File: config.mk
export PLATFORM = sky130hd
export DESIGN_NAME = flash_therm_enc
export DESIGN_NICKNAME = d
export VERILOG_FILES = /design/src/rtl/ftenc_pkg.sv /design/src/rtl/ftenc_front.sv /design/src/rtl/ftenc_mark.sv /design/src/rtl/ftenc_pick.sv /design/src/rtl/ftenc_encode.sv /design/src/rtl/flash_therm_enc.sv
export SDC_FILE = /design/constraint.sdc
export NUM_CORES = 1
export LEC_CHECK = 0
export BUFFER_PORTS_ARGS = -buffer_cell sky130_fd_sc_hd__buf_2
export CORE_AREA = 4 4 50 52
export CTS_CLUSTER_SIZE = 28
export DETAILED_ROUTE_END_ITERATION = 8
export DIE_AREA = 0 0 54 56
export PLACE_DENSITY = 0.78
export SLEW_MARGIN = 10
export SYNTH_ARGS = -nofsm -noshare
export SYNTH_HDL_FRONTEND = slang
export SYNTH_HIERARCHICAL = 1
export SYNTH_SLANG_ARGS = --single-unit
File: constraint.sdc
create_clock -name clk -period 5.3 [get_ports clk]
set_clock_uncertainty 0.1 [all_clocks]
set_input_delay 0.795 -clock clk [delete_from_list [all_inputs] [get_ports clk]]
set_output_delay 0.795 -clock clk [all_outputs]
set_load 0.05 [all_outputs]
File: src/rtl/ftenc_pkg.sv
package ftenc_pkg;
  function automatic int tap_count(input int nbits);
    return (1 << nbits) - 1;
  endfunction
endpackage

File: src/rtl/ftenc_front.sv
module ftenc_front #(
  parameter int W = 15
) (
  input  logic         clk,
  input  logic         rst,
  input  logic [W-1:0] cmp_i,
  input  logic         ovr_i,
  input  logic         vld_i,
  output logic [W-1:0] cmp_q,
  output logic         ovr_q,
  output logic         vld_q
);
  always_ff @(posedge clk) begin
    if (rst) begin
      cmp_q <= '1;
      ovr_q <= 1'b0;
      vld_q <= 1'b0;
    end else begin
      cmp_q <= cmp_i;
      ovr_q <= ovr_i;
      vld_q <= vld_i;
    end
  end
endmodule

File: src/rtl/ftenc_mark.sv
// Adjacent-pair gating: mark_n[j] is low only where bit j is 0 and the bit
// above it is 1 (the bit above the top tap is taken as 1).
module ftenc_mark #(
  parameter int W = 15
) (
  input  logic [W-1:0] therm,
  output logic [W-1:0] mark_n
);
  for (genvar j = 0; j < W; j++) begin : g_pair
    if (j == W - 1) begin : g_top
      assign mark_n[j] = ~(~therm[j] & 1'b1);
    end else begin : g_mid
      assign mark_n[j] = ~(~therm[j] & therm[j+1]);
    end
  end
endmodule

File: src/rtl/ftenc_pick.sv
// Keeps only the highest active mark, giving a one-hot (or empty) word.
module ftenc_pick #(
  parameter int W = 15
) (
  input  logic [W-1:0] act,
  output logic [W-1:0] onehot
);
  logic [W:0] above;
  assign above[W] = 1'b0;
  for (genvar j = W - 1; j >= 0; j--) begin : g_sfx
    assign above[j]  = above[j+1] | act[j];
    assign onehot[j] = act[j] & ~above[j+1];
  end
endmodule

File: src/rtl/ftenc_encode.sv
// One-hot position j stands for code j+1; an empty word encodes to 0.
module ftenc_encode #(
  parameter int W = 15,
  parameter int N = 4
) (
  input  logic [W-1:0] onehot,
  output logic [N-1:0] bin
);
  always_comb begin
    bin = '0;
    for (int b = 0; b < N; b++) begin
      for (int j = 0; j < W; j++) begin
        if ((((j + 1) >> b) % 2) == 1) bin[b] = bin[b] | onehot[j];
      end
    end
  end
endmodule

File: src/rtl/flash_therm_enc.sv
module flash_therm_enc #(
  parameter int NBITS = 4,
  localparam int TAPS = ftenc_pkg::tap_count(NBITS)
) (
  input  logic             clk,
  input  logic             rst,
  input  logic [TAPS-1:0]  cmp_i,
  input  logic             ovr_i,
  input  logic             vld_i,
  output logic [NBITS-1:0] code_o,
  output logic             over_o,
  output logic             vld_o
);
  logic [TAPS-1:0]  cmp_q;
  logic             ovr_q;
  logic             vld_q;
  logic [TAPS-1:0]  mark_n;
  logic [TAPS-1:0]  onehot;
  logic [NBITS-1:0] bin;
  logic [NBITS-1:0] code_d;

  ftenc_front #(.W(TAPS)) u_front (
    .clk(clk), .rst(rst), .cmp_i(cmp_i), .ovr_i(ovr_i), .vld_i(vld_i),
    .cmp_q(cmp_q), .ovr_q(ovr_q), .vld_q(vld_q)
  );

  ftenc_mark #(.W(TAPS)) u_mark (.therm(cmp_q), .mark_n(mark_n));

  ftenc_pick #(.W(TAPS)) u_pick (.act(~mark_n), .onehot(onehot));

  ftenc_encode #(.W(TAPS), .N(NBITS)) u_enc (.onehot(onehot), .bin(bin));

  assign code_d = ovr_q ? '1 : bin;

  always_ff @(posedge clk) begin
    if (rst) begin
      code_o <= '0;
      over_o <= 1'b0;
      vld_o  <= 1'b0;
    end else begin
      code_o <= code_d;
      over_o <= ovr_q;
      vld_o  <= vld_q;
    end
  end
endmodule

==> metrics.csv <==
metric;value;unit
status;completed;
switching_power;0.00009138;W
power.density;269.9;nW/um^2
ios;25;
antenna_found_initial;0;
die_y;56;um
fmax;485.7;MHz
core;2106;um^2
setup_tns;0;ps
synth_top_cells_by_area;dfxtp_1 (43%), nand2b_1 (9.3%), inv_1 (6.3%), nor4_2 (5.8%), or2_1 (5.8%);
drive_gt1_share;32.14;%
yosysTopAreaCell;dfxtp_1;
synth_cell_type_count;22;
diodes;0;
clock-root-buffer;clkbuf_4;
cp_slowest_cell;or4_4;
wl;1747;um
viasPerCell;4.815;
tightestPinTransition;419.4;ps
power_leakage;0.6139;nW
grt_max_degree;24;
critical_path.max_fanout;11;
seqPwrFrac;57.1;%
drt_iter0_markers;18;
combPwrFrac;19.2;%
clk_path_buf_depth;2;
critical_path_required;5460;ps
cts_resized;0;
postCtsHoldBufs;0;
synthSimpleGateAreaFrac;43.32;%
worst-path-buf-inv;1;
dp_cells;164;
cp-end-kind;flop;
vdd_ir_drop_max;181.9;uV
cts.htree.levels;1;
max_stage_delay;630;ps
period_share;38.85;%
internal-power;0.0002372;W
yosysSeqAreaShare;42.74;%
die_w;54;um
die_area;3024;um^2
area.growth.synth_to_final;13.01;%
drv_slew;0;
cts_made_buffers;3;
crit_arrival;2220;ps
cp-start-kind;flop;
synth_top_family_by_area;simple AND/OR/NAND/NOR gates;
p_clk_share;23.7;%
netlist_instances;117;
fin_crit;2059;ps
critPathTopFamily;simple AND/OR/NAND/NOR gates;
synth_top_cell_area_share;42.74;%
synth_ff_type;dfxtp_1;
p_sw_share;27.81;%
setup_viol;0;
synth_compound_area_share;3.717;%
start_util;51.16;%
io_buffers;24;
worstHoldPathType;reg2reg;
avgRoutedWirePerCell;10.40;um
synthAdderAreaFrac;0;%
row_count;17;
cts_sinks;23;
drtAntennaViolNets;0;
vias;809;
synth_edf_count;0;
synth_nets;136;
synth_area_per_cell;9.208;um^2
async_flop_share;0;%
synth-xor-area-share;0;%
path_cells;nand2b_1 -> inv_1 -> or4_4 -> nor4b_1 -> nor4_2 -> nand2_1 -> o21ba_1;
synth-seq-cells;23;
clk_latency;300;ps
crit_type;reg2reg;
fin_cells;168;
drt_first_pass_iters;4;
grt_pass1_wl;2925;um
postCtsSetupBuffers;0;
synth_area;1077;um^2
slew_headroom;71.65;%
final_nets;160;
grt_pass1_vias;769;
grt_usage;12.77;%
yosysWarnings;6;
drc;0;
regToRegSetupSlack;3240;ps
rsz0062_at_grt;no;
hold_viol_final;0;
clkTransAtPathRegs;120;ps
synth.area.mux_share;0;%
cap_violations;0;
cts_tree;built;
grt-ovfl-total;0;
place_hpwl;1359;um
globalplace.congestion;0.9370;
Yosys cell counts (3+ instances only):
library cell  count
nor4_2            5
o21ba_1           4
nor4_1            7
or2_2             5
nand2b_1         16
inv_1            18
nor2b_1           3
nand2_1           4
dfxtp_1          23
nor3_1            3
or2_1            10
routing by layer:
metal	wire (um)	track usage, %	vias up
met5	0	0	-
met4	26	8.897	0
met3	70	2.145	2
met2	881	20.07	21
met1	768	15.16	362
li1	-	-	424
sequential cells by signal, indices dropped and copies added (netlist names):
signal,count
code_o,4
over_o,1
u_front/cmp_q,15
u_front/ovr_q,1
u_front/vld_q,1
vld_o,1
cells by family (layout without fill, tap and decap cells):
group,Yosys count,after routing
buffers and inverters,23,46
AO/OA/AOI/OAI,4,4
flip-flops,23,23
AND/OR/NAND/NOR,67,67
per-stage QoR:
stage	hold slack, ps	power, W	setup slack, ps	instance area, um^2	util, %
2_1_floorplan	313.8	0.0002420	3494	1077	-
3_3_place_gp	316.7	0.0002528	3360	1190	56.51
3_5_place_dp	334.0	0.0002545	3286	1190	56.51
4_1_cts	360.0	0.0003349	3240	1217	57.81
5_1_grt	373.6	0.0003495	3169	1217	57.81
6_report	358.2	0.0003286	3241	1217	57.81
power groups by stage:
stage / registers [W] / logic, W / clock network (W)
2_1_floorplan: 0.000204 / 0.0000380 / 0
3_5_place_dp: 0.000192 / 0.0000629 / 0
4_1_cts: 0.000188 / 0.0000631 / 0.0000840
6_report: 0.000188 / 0.0000631 / 0.0000780
5_1_grt: 0.000189 / 0.0000691 / 0.0000914
3_3_place_gp: 0.000191 / 0.0000613 / 0
final cells by class:
| type | instances | area, um^2 |
|---|---|---|
| Tap cell | 28 | 35.03 |
| Inverter | 18 | 67.56 |
| Clock inverter | 1 | 5.005 |
| Timing Repair Buffer | 24 | 120.1 |
| Multi-Input combinational cell | 71 | 506.7 |
| Sequential cell | 23 | 460.4 |
| Clock buffer | 3 | 22.52 |
| Fill cell | 184 | 888.4 |
path summary, 6_finish.rpt:
check	from	endpoint	cells past startpoint
hold / removal	u_front/vld_q	vld_o	1
setup reg to reg	u_front/cmp_q[13]	code_o[0]	7
hold reg to reg	u_front/vld_q	vld_o	1
setup / recovery	u_front/cmp_q[13]	code_o[0]	7
layout by cell type, fill, tap and decap left out:
cell / netlist / layout
nor3_1: 3 / 3
or4_4: 1 / 1
or4b_2: 2 / 2
nor4_1: 7 / 7
or2_1: 10 / 10
nor4b_1: 2 / 2
or2_2: 5 / 5
or3b_2: 2 / 2
buf_2: 1 / 24
clkinv_2: 0 / 1
nor3b_1: 2 / 2
nand2_1: 4 / 4
and2b_2: 2 / 2
clkbuf_4: 0 / 3
dfxtp_1: 23 / 23
nand2b_1: 16 / 16
nor4_2: 5 / 5
nor2b_1: 3 / 3
nor2_1: 1 / 1
o21ba_1: 4 / 4
or4_1: 2 / 2
inv_1: 18 / 18
worst reg2reg max path: stages (launching register included):
cell and delay [ps]:
dfxtp_1 350, nand2b_1 100, inv_1 60, or4_4 630, nor4b_1 450, nor4_2 130, nand2_1 90, o21ba_1 110
(Power assumes the default switching activity.)
